--- config.mk ---
export PLATFORM = sky130hd
export DESIGN_NAME = shared_port
export DESIGN_NICKNAME = d
export VERILOG_FILES = /design/src/rtl/gpio_mux_pkg.sv /design/src/rtl/gpio_port_regs.sv /design/src/rtl/gpio_in_sync.sv /design/src/rtl/gpio_pin_cell.sv /design/src/rtl/shared_port.sv
export SDC_FILE = /design/constraint.sdc
export NUM_CORES = 1
export LEC_CHECK = 0
export BUFFER_PORTS_ARGS = -buffer_cell sky130_fd_sc_hd__buf_2
export CAP_MARGIN = 20
export CORE_AREA = 2 2 83 65
export DETAILED_ROUTE_END_ITERATION = 16
export DIE_AREA = 0 0 85 67
export MAX_ROUTING_LAYER = met4
export PLACE_DENSITY = 0.62
export SLEW_MARGIN = 20
export SYNTH_ARGS = -nofsm -noshare
export SYNTH_HDL_FRONTEND = slang
export SYNTH_SLANG_ARGS = --single-unit
--- constraint.sdc ---
create_clock -name clk_i -period 2.7 [get_ports clk_i]
set_input_delay 0.135 -clock clk_i [delete_from_list [all_inputs] [get_ports clk_i]]
set_output_delay 0.135 -clock clk_i [all_outputs]
set_load 0.02 [all_outputs]
--- src/rtl/gpio_mux_pkg.sv ---
package gpio_mux_pkg;
  typedef enum logic [0:0] {
    PIN_OPEN_DRAIN = 1'b0,
    PIN_PUSH_PULL  = 1'b1
  } pin_kind_e;
endpackage

--- src/rtl/gpio_port_regs.sv ---
module gpio_port_regs #(
  parameter int WIDTH = 8
) (
  input  logic             clk_i,
  input  logic             rst_ni,
  input  logic [WIDTH-1:0] bus_i,
  input  logic             wr_data_i,
  input  logic             wr_ctrl_i,
  output logic [WIDTH-1:0] data_o,
  output logic [WIDTH-1:0] dir_o
);
  always_ff @(posedge clk_i or negedge rst_ni) begin
    if (!rst_ni) begin
      data_o <= '0;
      dir_o  <= '0;
    end else begin
      if (wr_data_i) data_o <= bus_i;
      if (wr_ctrl_i) dir_o  <= bus_i;
    end
  end

  AST_DATA_LOAD: assert property (@(posedge clk_i) disable iff (!rst_ni)
    wr_data_i |=> data_o == $past(bus_i));
  AST_DATA_HOLD: assert property (@(posedge clk_i) disable iff (!rst_ni)
    !wr_data_i |=> $stable(data_o));
  AST_DIR_HOLD: assert property (@(posedge clk_i) disable iff (!rst_ni)
    !wr_ctrl_i |=> $stable(dir_o));
endmodule

--- src/rtl/gpio_in_sync.sv ---
module gpio_in_sync #(
  parameter int WIDTH  = 8,
  parameter int STAGES = 2
) (
  input  logic             clk_i,
  input  logic             rst_ni,
  input  logic [WIDTH-1:0] d_i,
  output logic [WIDTH-1:0] q_o
);
  logic [WIDTH-1:0] stage_q [STAGES];

  always_ff @(posedge clk_i or negedge rst_ni) begin
    if (!rst_ni) stage_q[0] <= '0;
    else         stage_q[0] <= d_i;
  end

  for (genvar s = 1; s < STAGES; s++) begin : g_stage
    always_ff @(posedge clk_i or negedge rst_ni) begin
      if (!rst_ni) stage_q[s] <= '0;
      else         stage_q[s] <= stage_q[s-1];
    end
  end

  assign q_o = stage_q[STAGES-1];

  AST_SYNC_CHAIN: assert property (@(posedge clk_i) disable iff (!rst_ni)
    1'b1 |=> q_o == $past(stage_q[STAGES-2]));
endmodule

--- src/rtl/gpio_pin_cell.sv ---
module gpio_pin_cell
  import gpio_mux_pkg::*;
#(
  parameter pin_kind_e KIND = PIN_PUSH_PULL
) (
  input  logic clk_i,
  input  logic rst_ni,
  input  logic alt_en_i,
  input  logic alt_val_i, // open-drain kind: 1 = drive low
  input  logic dat_i,
  input  logic dir_i,
  output logic out_o,
  output logic oe_o,
  output logic pu_o
);
  if (KIND == PIN_OPEN_DRAIN) begin : g_od
    always_comb begin
      out_o = 1'b0;
      pu_o  = 1'b0;
      oe_o  = alt_en_i ? alt_val_i : (dir_i & ~dat_i);
    end
    AST_OD_NEVER_HIGH: assert property (@(posedge clk_i) disable iff (!rst_ni)
      oe_o |-> !out_o);
  end else begin : g_pp
    always_comb begin
      if (alt_en_i) begin
        out_o = alt_val_i;
        oe_o  = 1'b1;
        pu_o  = 1'b0;
      end else begin
        out_o = dat_i;
        oe_o  = dir_i;
        pu_o  = ~dir_i;
      end
    end
  end

  AST_PU_INPUT_ONLY: assert property (@(posedge clk_i) disable iff (!rst_ni)
    pu_o |-> !oe_o);
endmodule

--- src/rtl/shared_port.sv ---
module shared_port
  import gpio_mux_pkg::*;
#(
  parameter int WIDTH       = 8,
  parameter int OD_PINS     = 2,
  parameter int SYNC_STAGES = 2,
  localparam int ALT_W      = WIDTH - OD_PINS
) (
  input  logic               clk_i,
  input  logic               rst_ni,
  input  logic [WIDTH-1:0]   bus_i,
  input  logic               wr_data_i,
  input  logic               wr_ctrl_i,
  output logic [WIDTH-1:0]   rd_data_o,
  input  logic               ddc_en_i,
  input  logic [OD_PINS-1:0] ddc_low_i,
  input  logic [ALT_W-1:0]   pwm_en_i,
  input  logic [ALT_W-1:0]   pwm_i,
  input  logic               clamp_en_i,
  input  logic               clamp_i,
  input  logic [WIDTH-1:0]   pad_i,
  output logic [WIDTH-1:0]   pad_o,
  output logic [WIDTH-1:0]   pad_oe_o,
  output logic [WIDTH-1:0]   pad_pu_o
);
  logic [WIDTH-1:0] data_q, dir_q;

  gpio_port_regs #(.WIDTH(WIDTH)) u_regs (
    .clk_i, .rst_ni, .bus_i, .wr_data_i, .wr_ctrl_i,
    .data_o(data_q), .dir_o(dir_q)
  );

  gpio_in_sync #(.WIDTH(WIDTH), .STAGES(SYNC_STAGES)) u_sync (
    .clk_i, .rst_ni, .d_i(pad_i), .q_o(rd_data_o)
  );

  for (genvar i = 0; i < WIDTH; i++) begin : g_pin
    logic alt_en, alt_val;
    if (i < OD_PINS) begin : g_ddc
      assign alt_en  = ddc_en_i;
      assign alt_val = ddc_low_i[i];
    end else if (i == WIDTH-1) begin : g_dual
      // clamp pulse outranks PWM on the top pin
      assign alt_en  = pwm_en_i[i-OD_PINS] | clamp_en_i;
      assign alt_val = clamp_en_i ? clamp_i : pwm_i[i-OD_PINS];
    end else begin : g_pwm
      assign alt_en  = pwm_en_i[i-OD_PINS];
      assign alt_val = pwm_i[i-OD_PINS];
    end

    gpio_pin_cell #(
      .KIND((i < OD_PINS) ? PIN_OPEN_DRAIN : PIN_PUSH_PULL)
    ) u_cell (
      .clk_i, .rst_ni,
      .alt_en_i(alt_en), .alt_val_i(alt_val),
      .dat_i(data_q[i]), .dir_i(dir_q[i]),
      .out_o(pad_o[i]), .oe_o(pad_oe_o[i]), .pu_o(pad_pu_o[i])
    );
  end

  AST_CLAMP_WINS: assert property (@(posedge clk_i) disable iff (!rst_ni)
    clamp_en_i |-> (pad_o[WIDTH-1] == clamp_i) && pad_oe_o[WIDTH-1]);
  AST_DDC_RELEASE: assert property (@(posedge clk_i) disable iff (!rst_ni)
    ddc_en_i |-> pad_oe_o[OD_PINS-1:0] == ddc_low_i);
endmodule

# Word level (Yosys, flattened, before mapping)
# Cells that the tools add are included.
[totals] regBits=32 in_bits=37 output_inout_bits=32 word_cells=36
[op_classes] n_mux=21 bitwise=11
[ops] cell="$mux 1" n=21
[ops] cell="$not 1->1" n=8
[ops] cell="$and 1x1->1" n=2
[ops] cell="$or 1x1->1" n=1

# Logic depth before layout (Yosys ltp)
# Gate-level depths: netlist (run 1).
[logic_depth] ltp_word=3 depth_mapped=3 ltp_nobuf=2

# Modules after synthesis
# From an unflattened synthesis (run 1), not the netlist that was laid out.
[hier_totals] hier_cells=90 hier_area_um2=1370.1
[by_module_without_submodules] module="gpio_port_regs" instances=1 cells_per_inst=34 area_each_um2=663.1 seq_area_each_um2=400.4
[by_module_without_submodules] module="gpio_in_sync" instances=1 cells_per_inst=24 area_each_um2=460.4 seq_area_each_um2=400.4
[by_module_without_submodules] module="gpio_pin_cell at g_pin[2].u_cell ..." instances=6 cells_per_inst=3 area_each_um2=25.0 seq_area_each_um2=0.0
[by_module_without_submodules] module="gpio_pin_cell at g_pin[0].u_cell ..." instances=2 cells_per_inst=6 area_each_um2=37.5 seq_area_each_um2=0.0
[by_module_without_submodules] module="shared_port" instances=1 cells_per_inst=2 area_each_um2=21.3 seq_area_each_um2=0.0

# Least setup slack after synthesis (run 1)
# OpenSTA, ideal clock, no wires.
[synth_path] path_type="reg-to-output" start="register u_regs.dir_o[7]" end="output pad_pu_o[7]" arrival_time_ns=0.843 required_time_ns=2.565 setup_slack_ns=1.722 stages_incl_launch_ff=4 path_buffers=1 cell_sequence="dfrtp_1 -> or3_4 -> inv_2 -> buf_4"
[synth_via] elab_chain_len=2
[synth_lines] element="from (decl)" line="gpio_port_regs.sv:10" rtl="output logic [WIDTH-1:0] dir_o"
[synth_lines] element="from (signal assigned)" line="gpio_port_regs.sv:18" rtl="if (wr_ctrl_i) dir_o <= bus_i;"
[synth_lines] element="$not 1->1" line="gpio_pin_cell.sv:33" rtl="pu_o = ~dir_i;"
[synth_lines] element="$mux 1" line="gpio_pin_cell.sv:26" rtl="if (alt_en_i) begin"
[synth_lines] element="to (decl)" line="shared_port.sv:24" rtl="output logic [WIDTH-1:0] pad_pu_o"
# No other way between the ends.

# Worst setup path after layout (run 1)
# Ends and elaborated chain as after synthesis.

==> impl_results.md, run 1 <==
* Number of global-route vias before repair at 887
* Slew @ Worst Pin at 0.689 ns
* Die H at 67 um
* Slew Limit Fails at 0
* H-tree Lvls at 2
* Yosys reg bits at 32
* PostCTS Resize Cnt at 0
* Total gr overflow at 0
* Hold depth at 2
* Core footprint at 0.00482 mm^2
* Slowest-stage cell, CP: dfrtp_1
* Hold wc startpoint: bus_i[6]
* Fmax achieved at 766 MHz
* Synth Warn # at 0
* DR WL met2 at 1160 um
* CP Max Fanout at 2
* Final period util at 48.4%
* Crit path cell chain: or3_4 -> inv_2 -> buf_2
* Crit start category: flop
* Row count at 22
* Final WL at 2360 um
* RSZ-0062 raised after global routing: false
* Final Skew at 0.00420 ns
* Slowest stage delay, CP at 0.38 ns
* DP HPWL at 1730 um
* Static Leakage at 0.880 nW
* Syn-to-layout area delta at 23.4%
* Clk_lat worst skew at 0.28 ns
* Max Used Layer: met4
* Hold WS at 0.101 ns
* Maxcap violations at 0
* Metal-1 WL at 980 um
* Buffer depth of the longest clock path at 2
* Die width at 85 um
* # setup viols final at 0
* Tmin final at 1.31 ns
* Largest net degree at the start of global routing at 33
* I/O Buffers at 64
* CP arrival at 1.17 ns
* TritonCTS clock tree: built
* Kind of critical path: reg -> out
* DRC viols at 0
* Routed WL per cell at 10.8 um
* Sink of the worst hold path: u_regs.dir_o[6]
* Final Non-Filler Cells at 219
* Crit path required time at 2.57 ns
* Status: finished, final reports clean
* Total power at 1.09 mW
* First-pass GRT wire length at 3940 um
* Total GRT Usage at 9.49%
* Sequential-to-total area share from yosys stat at 56.6%
* Vias/cell at 3.92
* TritonCTS sink count at 32
* Synth Instances at 109
* Max VDD drop at 276 uV
* DRT iter0 DRCs at 33
* Max transition margin at 54.0%
* Post-Syn Area at 0.00142 mm^2
* Routability cong. at 0.642
* Initial antenna violation count at 0
* IO Count at 69
* Clock Pin Slew Worst Setup and Hold Paths at 0.07 ns
* RR Endpoint: u_regs.data_o[0]
* R2R Setup Slk at 1.96 ns
* First-pass DRT Iterations at 4
* R2R cell count at 1
* Avg Cell Area, Syn at 13.0 um^2
* Clk root buf: clkbuf_8
* Initial Util at 29.4%
* Post-CTS Setup Bufs at 0
* CTS Buf Count at 5
* Placed insts at 202
* Final hold vios at 0
* Final Instance Area at 0.00175 mm^2
* Total die area at 0.00570 mm^2
* Routed vias at 859
* Hold crit path type: in -> reg
* Fin nets at 195
* Cell area after placement at 0.00156 mm^2
* Post-synthesis cell type count at 14
* Metal3 WL at 177 um
* Layout cell share with drive strength beyond 1 at 62.3%
* PD cells at 623 mW/mm^2
* Setup TNS at 0 ns
* Reg2reg start: u_regs.data_o[0]
* ANT nets after route at 0
* # diodes at 0
* Crit end category: primary output
-- critical path: cells and delay by family, from the launching register on --
kind / cells / cell delay (ns)
buffers and inverters: 2 / 0.20
flip-flops: 1 / 0.38
AND/OR/NAND/NOR: 1 / 0.33
-- how the worst max path moves through the flow --
stage,start,endpoint,slack (ns),cells after the start
after CTS,u_regs.data_o[0],pad_oe_o[0],1.36,3
after global placement,u_regs.data_o[0],pad_oe_o[0],1.66,3
after floorplan,u_regs.dir_o[7],pad_pu_o[7],1.72,3
after global routing,u_regs.data_o[0],pad_oe_o[0],1.29,3
after detailed placement,u_regs.data_o[0],pad_oe_o[0],1.68,3
final,u_regs.dir_o[7],pad_pu_o[7],1.39,3
-- stage by stage --
step	util [%]	worst slack, ns
2_1_floorplan	-	1.72
3_3_place_gp	32.4	1.66
3_5_place_dp	32.4	1.68
4_1_cts	36.3	1.36
5_1_grt	36.3	1.29
6_report	36.3	1.39
-- placed cells by master, fill, tap and decap left out, types with 2 or more instances in the layout --
cell type      Yosys  final
buf_2              0     64
dlygate4sd3_1      0      9
nand2_1            3      3
mux2_2            21     21
or2_2              4      4
dfrtp_1           32     32
conb_1             1      4
clkinvlp_4         0      2
inv_1              5      5
o21ai_0            3      3
clkbuf_8           0      6
nand2b_1           2      2
-- flip-flops by register name (all words and copies together), names as in the netlist --
register / count
u_regs.data_o: 8
u_regs.dir_o: 8
u_sync.q_o: 8
u_sync.stage_q: 8
-- layer usage --
metal	global-route usage, %	vias to the layer above
met3	3.22	5
met2	15.3	43
met4	4.76	0
met5	-	-
li1	-	407
met1	10.6	404
-- cells in the mapped netlist, drive strengths merged --
cell    number  area share (%)
conb         1            0.26
or2          4             1.8
nor2         1            0.26
or3          1            0.80
buf         34              19
o21ai        3             1.1
nand2b       2            0.88
mux2i        1            0.71
dfrtp       32              57
mux2        21              17
nand2        3            0.80
inv          6             1.6
-- layout make-up --
class                           count  area (um^2)
Multi-Input combinational cell     40          340
Clock buffer                        6         82.6
Fill cell                         483         3070
Tap cell                           60         75.1
Sequential cell                    32          801
Timing Repair Buffer               73          410
Inverter                            6         22.5
Clock inverter                      2         15.0
-- report_power, final --
part / switching (mW) / internal [mW]
Sequential: 0.0134 / 0.515
Combinational: 0.0939 / 0.0834
Clock: 0.176 / 0.206
-- what timing repair did --
item                       CTS  global route
setup endpoints to repair    0             0
hold buffers                 9             0
hold endpoints to repair    40             0
-- logic make-up (layout without fill, tap and decap cells) --
family	Yosys count	in the layout	share of synthesized area [%]
AOI/OAI and AO/OA	3	3	1.06
other	1	4	0.265
muxes	22	22	17.4
buffers and inverters	40	87	20.2
and+or+nand+nor	11	11	4.51
DFF	32	32	56.6
No activity file was read; power rests on OpenSTA's default activity.
==> run 2: changes to the inputs <==
==> constraint.sdc (replaced) <==
create_clock -name clk_i -period 1.29 [get_ports clk_i]
set_input_delay 0.0645 -clock clk_i [delete_from_list [all_inputs] [get_ports clk_i]]
set_output_delay 0.0645 -clock clk_i [all_outputs]
set_load 0.02 [all_outputs]
==> run 2 against run 1 <==
  * Routed wire length up 1.6%
  * Global-route usage grew 0.22 points
  * Sequential power is 110% higher
  * Flip-flop and latch count stayed put
  * Worst setup slack worse by 1.3 ns
  * Critical path depth did not move
  * Via count up 0.12%
  * Register-to-register slack got worse by 1.4 ns
  * Clock power is 100% higher
  * Cell area fell by 0.29%
  * Clock skew is 0.00059 ns lower
  * Largest cell class unchanged
==> impl_results.md, run 2 (synthesis results as in run 1) <==
* Crit start category: flop
* Kind of critical path: reg -> out
* CP Max Fanout at 2 (unchanged)
* Die width at 85 um (unchanged)
* H-tree Lvls at 2 (unchanged)
* Area of the multi-input gates at 340 um^2 (unchanged)
* Initial antenna violation count at 0 (unchanged)
* # diodes at 0 (unchanged)
* DRT iter0 DRCs at 8 (-76%)
* Dpl ws at 0.352 ns (-1.33 ns)
* Routed WL per cell at 10.9 um (+1.6%)
* Crit end category: primary output
* Tmin final at 1.23 ns
* DRC viols at 0 (unchanged)
* TritonCTS sink count at 32 (unchanged)
* Final Skew at 0.00360 ns (-0.000594 ns)
* Routability cong. at 0.635 (-1.1%)
* Clock Pin Slew Worst Setup and Hold Paths at 0.06 ns (about the same)
* Setup TNS at 0 ns (unchanged)
* Slew Limit Fails at 0 (unchanged)
* Final period util at 95.0%
* Post-CTS Setup Bufs at 0 (unchanged)
* Number of global-route vias before repair at 904 (+1.9%)
* Fin nets at 195 (unchanged)
* TritonCTS clock tree: built
* # setup viols final at 0 (unchanged)
* Max VDD drop at 661 uV (+140%)
* Maxcap violations at 0 (unchanged)
* Hold crit path type: in -> reg
* Vias/cell at 3.93 (+0.12%)
* CP arrival at 1.16 ns (about the same)
* Clk root buf: clkbuf_8
* Final hold vios at 0 (unchanged)
* Core footprint at 0.00482 mm^2 (unchanged)
* Commonest non-fill, non-tap cell in the layout: buf_2
* Crit path required time at 1.23 ns (-1.34 ns)
* First-pass DRT Iterations at 4 (unchanged)
* Routed vias at 860 (+0.12%)
* IO Count at 69 (unchanged)
* R2R Setup Slk at 0.55 ns (-1.41 ns)
* Slew @ Worst Pin at 0.693 ns (+0.00375 ns)
* Total gr overflow at 0 (unchanged)
* Initial Util at 29.4% (unchanged)
* Most frequent cells in the layout: 63 x buf_2, 32 x dfrtp_1, 21 x mux2_2
* Cell area after placement at 0.00156 mm^2 (unchanged)
* I/O Buffers at 64 (unchanged)
* Row count at 22 (unchanged)
* Setup ws final at 0.0639 ns (-1.33 ns)
* Layout cell share with drive strength beyond 1 at 61.0% (-1.3 points)
* Placed insts at 202 (unchanged)
* Status: finished, final reports clean
* Number of fill cells at 480 (-0.62%)
* Largest net degree at the start of global routing at 33 (unchanged)
* Clk_lat worst skew at 0.27 ns (about the same)
* Max transition margin at 53.8% (-0.25 points)
* RSZ-0062 raised after global routing: false
* Final WL at 2400 um (+1.6%)
* Syn-to-layout area delta at 23.1%
* Final Instance Area at 0.00174 mm^2 (-0.29%)
* Buffer depth of the longest clock path at 2 (unchanged)
* Total die area at 0.00570 mm^2 (unchanged)
* Reg area at 801 um^2 (unchanged)
* Total GRT Usage at 9.71% (+0.22 points)
* DP HPWL at 1710 um (-1.1%)
* Fmax achieved at 816 MHz
* CTS Buf Count at 5 (unchanged)
* ANT nets after route at 0 (unchanged)
* Static Leakage at 0.882 nW (+0.30%)
* PD cells at 1300 mW/mm^2 (+110%)
* Die H at 67 um (unchanged)
* First-pass GRT wire length at 4020 um (+1.9%)
* Final Non-Filler Cells at 219 (unchanged)
-- run 2: metal layers --
| layer | global-route usage, % | wire length (um) |
|---|---|---|
| met3 | 3.72 | 181 |
| met4 | 4.76 | 27 |
| met5 | - | 0 |
| met1 | 9.46 | 938 |
| met2 | 17.2 | 1250 |
-- run 2: metrics by stage --
stage	util, %	hold slack [ns]	total power, mW
after detailed placement	32.4	0.162	1.48
after global placement	32.4	0.155	1.48
after global routing	36.2	0.0218	2.40
after floorplan	-	-0.231	1.43
final	36.2	0.0365	2.26
after CTS	36.1	0.0251	2.31
-- run 2: area by class of cell --
cell class	instances	share of cell area, %
repair buffers	73	23.7
clock buffers	8	5.17
flip-flops and latches	32	46.0
multi-input cells	40	19.5
well taps	60	4.31
inverters	6	1.29
-- run 2: worst max-delay path, cell delays in order (launching register included) --
cell	delay (ns)
dfrtp_1	0.37
or3_4	0.33
inv_2	0.05
buf_2	0.14
-- run 2: repair_timing --
item                                    4_1_cts  5_1_grt
resized for setup                             0        2
endpoints found under the hold margin        40        0
hold buffers                                  9        0
endpoints found under the setup margin        0        1
-- run 2: where the power goes --
part	leakage (nW)	internal, mW	switching, mW	total, mW
combinational	0.463	0.176	0.196	0.373
sequential	0.374	1.08	0.0277	1.11
clock	0.0455	0.435	0.342	0.777
-- run 2: final timing paths --
kind	to	depth (start not counted)	from
setup / recovery	pad_pu_o[7]	3	u_regs.dir_o[7]
hold / removal	u_regs.dir_o[0]	2	bus_i[0]
setup reg to reg	u_regs.dir_o[1]	1	u_regs.dir_o[1]
hold reg to reg	u_sync.q_o[1]	0	u_sync.stage_q[9]
max in group asynchronous	u_sync.stage_q[10]	2	rst_ni
min in group asynchronous	u_sync.stage_q[12]	2	rst_ni
==> run 3: changes to the inputs <==
--- a/config.mk
+++ b/config.mk
@@ -7,11 +7,13 @@
 export LEC_CHECK = 0
 export BUFFER_PORTS_ARGS = -buffer_cell sky130_fd_sc_hd__buf_2
 export CAP_MARGIN = 20
+export CELL_PAD_IN_SITES_DETAIL_PLACEMENT = 0
+export CELL_PAD_IN_SITES_GLOBAL_PLACEMENT = 1
 export CORE_AREA = 2 2 83 65
 export DETAILED_ROUTE_END_ITERATION = 16
 export DIE_AREA = 0 0 85 67
 export MAX_ROUTING_LAYER = met4
-export PLACE_DENSITY = 0.62
+export PLACE_DENSITY = 0.75
 export SLEW_MARGIN = 20
 export SYNTH_ARGS = -nofsm -noshare
 export SYNTH_HDL_FRONTEND = slang
==> run 3 against run 2 <==
  * Via count decreased by 1.2%
  * Die area unchanged
  * Worst setup slack lost 0.00094 ns
  * Critical path depth did not move
  * Routed wire length is 4.1% lower
  * Non-clock buffer count grew 1
  * Flip-flop and latch count unchanged
  * Clock power is 33% higher
  * Sequential share of layout area fell by 1.1 points
  * Highest routed layer unchanged
==> impl_results.md, run 3 (synthesis results as in run 1) <==
* Dpl ws at 0.348 ns (-0.00455 ns)
* Cell area after placement at 0.00157 mm^2 (+0.48%)
* # diodes at 0 (unchanged)
* Kind of critical path: reg -> out
* Final WL at 2300 um (-4.1%)
* PostCTS Resize Cnt at 0 (unchanged)
* Hold crit path type: in -> reg
* Setup TNS at 0 ns (unchanged)
* RSZ-0062 raised after global routing: false
* Clock Pin Slew Worst Setup and Hold Paths at 0.07 ns (about the same)
* Initial antenna violation count at 0 (unchanged)
* Crit path required time at 1.23 ns (about the same)
* Buffer depth of the longest clock path at 2 (unchanged)
* Reg area at 801 um^2 (unchanged)
* H-tree Lvls at 2 (unchanged)
* Number of fill cells at 482 (+0.42%)
* IO Count at 69 (unchanged)
* Total die area at 0.00570 mm^2 (unchanged)
* Crit end category: primary output
* Final Instance Area at 0.00178 mm^2 (+2.4%)
* Post-CTS Setup Bufs at 0 (unchanged)
* Layout cell share with drive strength beyond 1 at 62.5% (+1.5 points)
* CP arrival at 1.16 ns (about the same)
* Clk root buf: clkbuf_8
* Routed WL per cell at 10.5 um (-4.6%)
* CTS Buf Count at 5 (unchanged)
* Slew Limit Fails at 0 (unchanged)
* TritonCTS clock tree: built
* Tmin final at 1.23 ns (+0.000943 ns)
* Routability cong. at 0.646 (+1.7%)
* Fin nets at 196 (+0.51%)
* Largest net degree at the start of global routing at 33 (unchanged)
* Clk_lat worst skew at 0.28 ns (about the same)
* Row count at 22 (unchanged)
* Setup ws final at 0.0629 ns (-0.000943 ns)
* CP Max Fanout at 2 (unchanged)
* Core footprint at 0.00482 mm^2 (unchanged)
* Fmax achieved at 815 MHz (about the same)
* Die H at 67 um (unchanged)
* Final period util at 95.1% (about the same)
* # setup viols final at 0 (unchanged)
* TritonCTS sink count at 32 (unchanged)
* Syn-to-layout area delta at 26.0%
* Slowest-stage cell, CP: dfrtp_1
* First-pass GRT wire length at 3670 um (-8.6%)
* Initial Util at 29.4% (unchanged)
* DRC viols at 0 (unchanged)
* Vias/cell at 3.86 (-1.6%)
* Maxcap violations at 0 (unchanged)
* PD cells at 1410 mW/mm^2 (+8.5%)
* ANT nets after route at 0 (unchanged)
* Status: finished, final reports clean
* Final hold vios at 0 (unchanged)
* Slowest stage delay, CP at 0.37 ns (about the same)
* Max VDD drop at 489 uV (-26%)
* First-pass DRT Iterations at 2 (-2)
* Total gr overflow at 0 (unchanged)
* Number of global-route vias before repair at 800 (-12%)
* Crit start category: flop
* Final Skew at 0.00682 ns (+0.00322 ns)
* Routed vias at 850 (-1.2%)
* Crit path cell chain: or3_4 -> inv_2 -> buf_2
* Commonest non-fill, non-tap cell in the layout: buf_2
* DRT iter0 DRCs at 9 (+1)
* Die width at 85 um (unchanged)
* Total GRT Usage at 8.92% (-0.79 points)
* I/O Buffers at 64 (unchanged)
* Static Leakage at 0.906 nW (+2.6%)
* Area of the multi-input gates at 340 um^2 (unchanged)
* Most frequent cells in the layout: 64 x buf_2, 32 x dfrtp_1, 21 x mux2_2
-- run 3: repair_timing --
item / CTS / global route
hold buffers: 9 / 0
endpoints found under the setup margin: 0 / 0
endpoints found under the hold margin: 40 / 0
-- run 3: per-stage QoR --
step                power, mW  hold slack (ns)  util (%)  cells
floorplan                1.43           -0.231         -    112
global placement         1.48            0.103      32.5    203
detailed placement       1.48            0.108      32.5    203
CTS                      2.56           0.0149      37.0    220
global route             2.64           0.0270      37.0    220
finish                   2.51           0.0288      37.0    220
-- run 3: area by class of cell --
| class | count | share of cell area [%] |
|---|---|---|
| Clock buffer | 7 | 5.40 |
| Clock inverter | 1 | 1.68 |
| Inverter | 6 | 1.26 |
| Multi-Input combinational cell | 40 | 19.1 |
| Sequential cell | 32 | 44.9 |
| Tap cell | 60 | 4.21 |
| Timing Repair Buffer | 74 | 23.4 |
-- run 3: final timing paths --
path | from | to | slack [ns] | cells after the start
worst max register to register | u_regs.data_o[4] | u_regs.data_o[4] | 0.54 | 1
max in group asynchronous | rst_ni | u_regs.dir_o[7] | 0.67 | 3
min in group asynchronous | rst_ni | u_sync.q_o[1] | 0.33 | 3
worst min-delay path | bus_i[5] | u_regs.data_o[5] | 0.03 | 2
worst max-delay path | u_regs.dir_o[7] | pad_pu_o[7] | 0.06 | 3
worst min register to register | u_sync.stage_q[9] | u_sync.q_o[1] | 0.35 | 0
-- run 3: where the power goes --
part	internal (mW)	switching [mW]
Sequential	1.08	0.0281
Clock	0.681	0.347
Combinational	0.177	0.196
-- run 3: critical path: cells and delay by family, from the launching register on --
family / cells / cell delay, ns
buffers and inverters: 2 / 0.20
and+or+nand+nor: 1 / 0.33
DFF: 1 / 0.37
-- run 3: routing by layer --
metal  wire, um  part of all wire (%)  up-vias  track usage (%)
li1           -                     -      416                -
met1       1050                    46      388             10.5
met5          0                     0        -                -
met3        196                   8.5        3             2.85
met2       1040                    45       43             13.5
met4         13                  0.57        0             5.36
